## config.mk

```make
export PLATFORM = sky130hd
export DESIGN_NAME = rx_ring_dma
export DESIGN_NICKNAME = d
export VERILOG_FILES = /design/src/rtl/rxr_pkg.sv /design/src/rtl/rxr_regs.sv /design/src/rtl/rxr_pack.sv /design/src/rtl/rxr_engine.sv /design/src/rtl/rx_ring_dma.sv
export SDC_FILE = /design/constraint.sdc
export NUM_CORES = 1
export LEC_CHECK = 0
export ABC_AREA = 0
export BUFFER_PORTS_ARGS = -buffer_cell sky130_fd_sc_hd__buf_2
export CORE_UTILIZATION = 63
export DETAILED_ROUTE_END_ITERATION = 6
export PLACE_DENSITY = 0.86
export SLEW_MARGIN = 20
export SYNTH_ARGS = -nofsm -noshare
export SYNTH_HDL_FRONTEND = slang
export SYNTH_SLANG_ARGS = --single-unit
```

## constraint.sdc

```tcl
create_clock -name clk -period 7.6 [get_ports clk]
set_input_delay 2.28 -clock clk [delete_from_list [all_inputs] [get_ports clk]]
set_output_delay 2.28 -clock clk [all_outputs]
set_load 0.1 [all_outputs]
```

## src/rtl/rxr_pkg.sv

```systemverilog
package rxr_pkg;
  localparam int LEN_W = 14;          // capacity / length field width
  localparam int CAP_LO = 16;         // capacity field low bit in word 1
  localparam int WORD_BYTES = 4;

  localparam logic [11:0] OFS_BASE   = 12'h100;
  localparam logic [11:0] OFS_COUNT  = 12'h104;
  localparam logic [11:0] OFS_REL    = 12'h108;
  localparam logic [11:0] OFS_CUR    = 12'h10C;
  localparam logic [11:0] OFS_CTRL   = 12'h204;
  localparam logic [11:0] OFS_IDXCLR = 12'h208;

  localparam int CTRL_EN_BIT   = 2;
  localparam int CTRL_BUSY_BIT = 3;
  localparam int IDXCLR_BIT    = 16;

  typedef enum logic [2:0] {
    ST_IDLE, ST_RD0, ST_RD0W, ST_RD1, ST_RD1W, ST_DATA, ST_WORD, ST_WB
  } rxr_state_e;
endpackage

```

## src/rtl/rxr_regs.sv

```systemverilog
module rxr_regs
  import rxr_pkg::*;
#(
  parameter int ADDR_W = 32,
  parameter int IDX_W  = 10
) (
  input  logic              clk,
  input  logic              rst,
  input  logic              reg_wr,
  input  logic              reg_rd,
  input  logic [11:0]       reg_addr,
  input  logic [31:0]       reg_wdata,
  output logic [31:0]       reg_rdata,
  input  logic [IDX_W-1:0]  cur_idx,
  input  logic              busy,
  output logic [ADDR_W-1:0] ring_base,
  output logic [IDX_W-1:0]  ring_cnt,
  output logic [IDX_W-1:0]  rel_idx,
  output logic              rx_en,
  output logic              idx_clr
);
  logic [1:0]  burst_q;
  logic [31:0] rd_mux;

  always_ff @(posedge clk) begin
    if (rst) begin
      ring_base <= '0;
      ring_cnt  <= '0;
      rel_idx   <= '0;
      rx_en     <= 1'b0;
      burst_q   <= '0;
    end else if (reg_wr) begin
      case (reg_addr)
        OFS_BASE:  ring_base <= reg_wdata[ADDR_W-1:0];
        OFS_COUNT: ring_cnt  <= reg_wdata[IDX_W-1:0];
        OFS_REL:   rel_idx   <= reg_wdata[IDX_W-1:0];
        OFS_CTRL: begin
          rx_en   <= reg_wdata[CTRL_EN_BIT];
          burst_q <= reg_wdata[5:4];
        end
        default: ;
      endcase
    end
  end

  assign idx_clr = reg_wr && (reg_addr == OFS_IDXCLR) && reg_wdata[IDXCLR_BIT];

  always_comb begin
    rd_mux = '0;
    case (reg_addr)
      OFS_BASE:  rd_mux[ADDR_W-1:0] = ring_base;
      OFS_COUNT: rd_mux[IDX_W-1:0]  = ring_cnt;
      OFS_REL:   rd_mux[IDX_W-1:0]  = rel_idx;
      OFS_CUR:   rd_mux[IDX_W-1:0]  = cur_idx;
      OFS_CTRL: begin
        rd_mux[CTRL_EN_BIT]   = rx_en;
        rd_mux[CTRL_BUSY_BIT] = busy;
        rd_mux[5:4]           = burst_q;
      end
      default: ;
    endcase
  end

  always_ff @(posedge clk) begin
    if (rst)         reg_rdata <= '0;
    else if (reg_rd) reg_rdata <= rd_mux;
  end

  logic unused_wbits;
  assign unused_wbits = ^reg_wdata;
endmodule

```

## src/rtl/rxr_pack.sv

```systemverilog
module rxr_pack
  import rxr_pkg::*;
(
  input  logic             clk,
  input  logic             rst,
  input  logic             clr,
  input  logic             take,
  input  logic             drain,
  input  logic [7:0]       din,
  input  logic [LEN_W-1:0] cap,
  output logic             keep,
  output logic [1:0]       lane,
  output logic [LEN_W-1:0] count,
  output logic [31:0]      word
);
  logic [7:0] lane_q [WORD_BYTES];

  assign keep = count < cap;

  always_ff @(posedge clk) begin
    if (rst || clr) begin
      lane  <= '0;
      count <= '0;
    end else if (take && keep) begin
      lane  <= lane + 2'd1;
      count <= count + 1'b1;
    end
  end

  for (genvar g = 0; g < WORD_BYTES; g++) begin : g_lane
    always_ff @(posedge clk) begin
      if (rst || clr || drain)
        lane_q[g] <= '0;
      else if (take && keep && lane == 2'(g))
        lane_q[g] <= din;
    end
    assign word[8*g +: 8] = lane_q[g];
  end

  AST_DROP_NO_COUNT: assert property (@(posedge clk) disable iff (rst)
    (take && !keep && !clr) |=> $stable(count));
endmodule

```

## src/rtl/rxr_engine.sv

```systemverilog
module rxr_engine
  import rxr_pkg::*;
#(
  parameter int ADDR_W = 32,
  parameter int IDX_W  = 10
) (
  input  logic              clk,
  input  logic              rst,
  input  logic              rx_en,
  input  logic [ADDR_W-1:0] ring_base,
  input  logic [IDX_W-1:0]  ring_cnt,
  input  logic [IDX_W-1:0]  rel_idx,
  input  logic              idx_clr,
  input  logic              s_valid,
  input  logic              s_last,
  output logic              s_ready,
  input  logic              pk_keep,
  input  logic [1:0]        pk_lane,
  input  logic [LEN_W-1:0]  pk_count,
  input  logic [31:0]       pk_word,
  output logic              pk_clr,
  output logic              pk_take,
  output logic              pk_drain,
  output logic [LEN_W-1:0]  cap_q,
  output logic              mem_req,
  output logic              mem_we,
  output logic [ADDR_W-1:0] mem_addr,
  output logic [31:0]       mem_wdata,
  input  logic              mem_gnt,
  input  logic              mem_rvalid,
  input  logic [31:0]       mem_rdata,
  output logic [IDX_W-1:0]  cur_idx,
  output logic              busy
);
  rxr_state_e        state_q;
  logic [ADDR_W-1:0] desc_q, waddr_q;
  logic [LEN_W-1:0]  low_q;
  logic              last_q;
  logic              slot_free, accept, store, go_word, go_wb;
  logic [1:0]        lane_after;
  logic [IDX_W:0]    inc;
  logic [IDX_W-1:0]  idx_next;

  assign slot_free  = cur_idx != rel_idx;
  assign accept     = (state_q == ST_DATA) && s_valid;
  assign store      = accept && pk_keep;
  assign lane_after = pk_lane + {1'b0, store};
  assign go_word    = (store && pk_lane == 2'd3) || (accept && s_last && lane_after != 2'd0);
  assign go_wb      = accept && s_last && !go_word;
  assign inc        = {1'b0, cur_idx} + 1'b1;
  assign idx_next   = (inc >= {1'b0, ring_cnt}) ? '0 : inc[IDX_W-1:0];

  assign s_ready  = state_q == ST_DATA;
  assign busy     = state_q != ST_IDLE;
  assign pk_clr   = state_q == ST_IDLE;
  assign pk_take  = accept;
  assign pk_drain = (state_q == ST_WORD) && mem_gnt;

  always_comb begin
    mem_req   = 1'b0;
    mem_we    = 1'b0;
    mem_addr  = desc_q;
    mem_wdata = '0;
    case (state_q)
      ST_RD0: mem_req = 1'b1;
      ST_RD1: begin mem_req = 1'b1; mem_addr = desc_q + ADDR_W'(4); end
      ST_WORD: begin
        mem_req = 1'b1; mem_we = 1'b1; mem_addr = waddr_q; mem_wdata = pk_word;
      end
      ST_WB: begin
        mem_req   = 1'b1; mem_we = 1'b1; mem_addr = desc_q + ADDR_W'(4);
        mem_wdata = {2'b11, pk_count, 2'b00, low_q};
      end
      default: ;
    endcase
  end

  always_ff @(posedge clk) begin
    if (rst) begin
      state_q <= ST_IDLE;
      desc_q  <= '0;
      waddr_q <= '0;
      cap_q   <= '0;
      low_q   <= '0;
      last_q  <= 1'b0;
      cur_idx <= '0;
    end else begin
      case (state_q)
        ST_IDLE: if (rx_en && slot_free && s_valid && !idx_clr) begin
          desc_q  <= ring_base + ADDR_W'({cur_idx, 4'h0});
          state_q <= ST_RD0;
        end
        ST_RD0:  if (mem_gnt) state_q <= ST_RD0W;
        ST_RD0W: if (mem_rvalid) begin
          waddr_q <= mem_rdata[ADDR_W-1:0];
          state_q <= ST_RD1;
        end
        ST_RD1:  if (mem_gnt) state_q <= ST_RD1W;
        ST_RD1W: if (mem_rvalid) begin
          cap_q   <= mem_rdata[CAP_LO +: LEN_W];
          low_q   <= mem_rdata[LEN_W-1:0];
          state_q <= ST_DATA;
        end
        ST_DATA: begin
          if (go_word) begin
            last_q  <= s_last;
            state_q <= ST_WORD;
          end else if (go_wb) begin
            state_q <= ST_WB;
          end
        end
        ST_WORD: if (mem_gnt) begin
          waddr_q <= waddr_q + ADDR_W'(4);
          state_q <= last_q ? ST_WB : ST_DATA;
        end
        ST_WB: if (mem_gnt) begin
          cur_idx <= idx_next;
          state_q <= ST_IDLE;
        end
        default: state_q <= ST_IDLE;
      endcase
      if (idx_clr) cur_idx <= '0;
    end
  end

  AST_REQ_HOLD: assert property (@(posedge clk) disable iff (rst)
    (mem_req && !mem_gnt) |=> (mem_req && $stable(mem_addr) && $stable(mem_we)));
  AST_NO_OWNED_SLOT: assert property (@(posedge clk) disable iff (rst)
    $rose(busy) |-> ($past(cur_idx) != $past(rel_idx)));
  AST_IDLE_STAYS: assert property (@(posedge clk) disable iff (rst)
    (!busy && !rx_en) |=> !busy);
  AST_IDX_STEP: assert property (@(posedge clk) disable iff (rst)
    !$stable(cur_idx) |-> (cur_idx == '0 || cur_idx == $past(cur_idx) + 1'b1));
  AST_WB_LEN: assert property (@(posedge clk) disable iff (rst)
    (state_q == ST_WB) |-> (pk_count <= cap_q));
endmodule

```

## src/rtl/rx_ring_dma.sv

```systemverilog
module rx_ring_dma
  import rxr_pkg::*;
#(
  parameter int ADDR_W = 32,
  parameter int IDX_W  = 10
) (
  input  logic              clk,
  input  logic              rst,
  input  logic              reg_wr,
  input  logic              reg_rd,
  input  logic [11:0]       reg_addr,
  input  logic [31:0]       reg_wdata,
  output logic [31:0]       reg_rdata,
  input  logic              s_valid,
  input  logic [7:0]        s_data,
  input  logic              s_last,
  output logic              s_ready,
  output logic              mem_req,
  output logic              mem_we,
  output logic [ADDR_W-1:0] mem_addr,
  output logic [31:0]       mem_wdata,
  input  logic              mem_gnt,
  input  logic              mem_rvalid,
  input  logic [31:0]       mem_rdata
);
  logic [ADDR_W-1:0] ring_base;
  logic [IDX_W-1:0]  ring_cnt, rel_idx, cur_idx;
  logic              rx_en, idx_clr, busy;
  logic              pk_keep, pk_clr, pk_take, pk_drain;
  logic [1:0]        pk_lane;
  logic [LEN_W-1:0]  pk_count, cap;
  logic [31:0]       pk_word;

  rxr_regs #(.ADDR_W(ADDR_W), .IDX_W(IDX_W)) u_regs (
    .clk, .rst, .reg_wr, .reg_rd, .reg_addr, .reg_wdata, .reg_rdata,
    .cur_idx, .busy, .ring_base, .ring_cnt, .rel_idx, .rx_en, .idx_clr
  );

  rxr_pack u_pack (
    .clk, .rst, .clr(pk_clr), .take(pk_take), .drain(pk_drain), .din(s_data),
    .cap, .keep(pk_keep), .lane(pk_lane), .count(pk_count), .word(pk_word)
  );

  rxr_engine #(.ADDR_W(ADDR_W), .IDX_W(IDX_W)) u_eng (
    .clk, .rst, .rx_en, .ring_base, .ring_cnt, .rel_idx, .idx_clr,
    .s_valid, .s_last, .s_ready,
    .pk_keep, .pk_lane, .pk_count, .pk_word, .pk_clr, .pk_take, .pk_drain,
    .cap_q(cap),
    .mem_req, .mem_we, .mem_addr, .mem_wdata, .mem_gnt, .mem_rvalid, .mem_rdata,
    .cur_idx, .busy
  );
endmodule

```

==> impl_metrics.env <==
export IMPL_slew_viol_final=0
export IMPL_clk_path_buf_depth=3
export IMPL_final_core_util_pct=73.3
export IMPL_synth_cell_types=82
export IMPL_netlist_top_cell_by_area="dfxtp_1"
export IMPL_diodes=0
export IMPL_wl_met3_um=3200
export IMPL_drt_wl_total_um=39600
export IMPL_status="completed"
export IMPL_place_congestion=1.01
export IMPL_p_per_area_mw_per_mm2=175
export IMPL_dieArea_mm2=0.0222
export IMPL_io_pins=191
export IMPL_tritoncts="done"
export IMPL_drcViolationCount=0
export IMPL_firstDrtPassIters=7
export IMPL_finalClockSkew_ns=0.0158
export IMPL_fmax_mhz=180
export IMPL_wl_met2_um=18900
export IMPL_fill_cells=1648
export IMPL_synth_area_per_cell_um2=8.14
export IMPL_critPathLaunch="u_eng.state_q[0]"
export IMPL_clock_latency_ns=0.55
export IMPL_yosysSeqAreaShare_pct=37.8
export IMPL_timing_final_crit_share_pct=73.0
export IMPL_arrival_ns=3.27
export IMPL_drive_gt1_share_pct=16.5
export IMPL_nNetsFinal=1919
export IMPL_drv_cap=0
export IMPL_io_buffers=190
export IMPL_fin_crit_ns=5.55
export IMPL_rsz0062_at_grt="false"
export IMPL_synth_top_area_share_pct=30.8
export IMPL_syn_num_nets=1806
export IMPL_htree_levels=1
export IMPL_worstSetupPathType="reg2out"
export IMPL_final_setup_tns_ns=0
export IMPL_setup_viol=0
export IMPL_fp_dieW_um=149
export IMPL_yosys_most_used_dff="dfxtp_1"
export IMPL_rows=53
export IMPL_dp_slack_ns=2.55
export IMPL_start_util_pct=64.5
export IMPL_power_w=0.00271
export IMPL_cts_buffers=26
export IMPL_viasPerCell=6.47
export IMPL_antenna_found_initial=0
export IMPL_clkTransAtPathRegs_ns=0.06
export IMPL_hpwlAfterDp_um=28200
export IMPL_ys_warnings_count=0
export IMPL_synth_seq_cells=241
export IMPL_synth_edf_count=32
export IMPL_grt_pass1_vias=12200
export IMPL_synth_area_leaders="dfxtp_1 (31%), edfxtp_1 (7.1%), nand2_1 (6.8%)"
export IMPL_highest_signal_layer="met4"
export IMPL_detail_route_antenna_nets=0
export IMPL_hold_class="reg2reg"
export IMPL_grt_usage_pct=35.2
export IMPL_hold_viol=0
export IMPL_slew_limit_headroom_pct=27.8
export IMPL_fp_dieH_um=149
export IMPL_layout_area_overhead_vs_synth_pct=13.7
export IMPL_cts_hold_fix_buffers=0
export IMPL_cp_max_fo=39
export IMPL_timing_hold_ws_ns=0.456
export IMPL_startpoint_type="flop"
export IMPL_netlist_instances=1671
export IMPL_async_reset_ff_share_pct=0
export IMPL_drtIter0Drc=1247
export IMPL_num_vias=13400
export IMPL_cts_root_buf="clkbuf_16"
export IMPL_syn_area_mm2=0.0136
export IMPL_cts_resized_gates=0
export IMPL_overflow=0
export IMPL_r2r_start="u_eng.state_q[1]"
export IMPL_core_mm2=0.0211
export IMPL_wl_per_cell_um=19.1
export IMPL_total_leakage_power_nw=6.07
export IMPL_grt_max_degree=113
export IMPL_crit_path_end_kind="primary output"
export IMPL_clock_sinks=241
export IMPL_peakVddDrop_v=0.000160
export IMPL_min_delay_start="u_eng.cap_q[12]"
export IMPL_setup_slack_ns=2.05
export IMPL_tightest_slew_ns=1.08
export IMPL_cts_setup_buffers=0
export IMPL_grt_pass1_wl_um=62900
export IMPL_wl_met1_um=15800
export IMPL_cp_required_ns=5.32
-- layout by cell type (no fill, tap or decap), drive strengths merged, types with 25 or more instances in the layout --
cell type,instances
nand2,248
dfxtp,209
buf,204
a21oi,161
nor2,158
nand3,63
inv,60
mux2i,57
o21ai,51
ha,42
nor2b,34
clkbuf,34
edfxtp,32
a22o,28
nand4,26
and3,25
a211oi,25
-- through the flow --
stage          cells  cell area, um^2
2_1_floorplan   1671            13600
3_3_place_gp    2031            14500
3_5_place_dp    2031            14500
4_1_cts         2078            15500
5_1_grt         2078            15500
6_report        2078            15500
-- flip-flops by register name (all words and copies together) (netlist names) --
register,count
u_regs.reg_rdata,32
u_pack.lane_q,32
u_eng.state_q,3
u_regs.burst_q,2
u_eng.cur_idx,10
u_regs.ring_cnt,10
u_regs.rel_idx,10
u_eng.desc_q,32
u_eng.waddr_q,32
u_regs.ring_base,32
u_pack.count,14
u_eng.low_q,14
u_regs.rx_en,1
u_eng.last_q,1
u_pack.lane,2
u_eng.cap_q,14
-- path summary, 6_finish.rpt --
path / slack (ns) / endpoint / depth (start not counted)
setup / recovery: 2.05 / mem_addr[30] / 8
hold / removal: 0.46 / u_eng.cap_q[12] / 2
hold reg to reg: 0.46 / u_eng.cap_q[12] / 2
setup reg to reg: 4.08 / u_eng.last_q / 13
-- cells in the mapped netlist (14+ instances only) --
master,count
nand2_1,248
dfxtp_1,209
a21oi_1,161
nor2_1,158
clkbuf_1,83
nand3_1,63
mux2i_1,57
inv_1,55
ha_1,42
o21ai_0,38
nor2b_1,33
edfxtp_1,32
a22o_1,28
and3_1,25
a211oi_1,24
nand4_1,24
nor3_1,24
o22ai_1,24
or3_1,21
buf_2,20
o211ai_1,18
xnor2_1,16
xor2_1,15
a21o_1,14
and4_1,14
-- routing by layer --
metal / vias up / track usage [%]
met4: 0 / 16.3
li1: 6250 / -
met3: 132 / 4.16
met5: - / 0
met1: 6365 / 46.0
met2: 693 / 58.0
-- kinds of logic after synthesis --
logic type / count (synthesis) / synth area share (%)
buffers and inverters: 178 / 5.27
AOI/OAI and AO/OA: 433 / 21.3
DFF: 241 / 37.8
xor gates and xnor gates: 31 / 2.00
adders and majority gates: 43 / 4.01
muxes: 68 / 5.94
and+or+nand+nor: 677 / 23.6
-- where the power goes --
part / leakage (nW) / total, W / switching (W) / internal [W]
Combinational: 3.55 / 0.0000851 / 0.0000581 / 0.0000270
Clock: 0.440 / 0.00133 / 0.000537 / 0.000797
Sequential: 2.08 / 0.00129 / 0.000000651 / 0.00129
-- worst max-delay path: stages, from the launching register on --
cell      delay, ns
dfxtp_1        0.31
buf_4          0.36
and2_1         0.41
nand3_1        0.20
or4_4          0.50
nor2b_2        0.20
nand4b_1       0.12
o211ai_1       0.12
buf_2          0.49
-- layout make-up --
type	instances	area [um^2]	share of cell area (%)
inverter	59	221	1.43
clock inverter	13	183	1.18
multi-input combinational	1252	7760	50.2
tap	275	344	2.23
clock buffer	34	742	4.80
timing repair buffer	204	1060	6.87
sequential	241	5140	33.3
No activity file was read; power rests on OpenSTA's default activity.
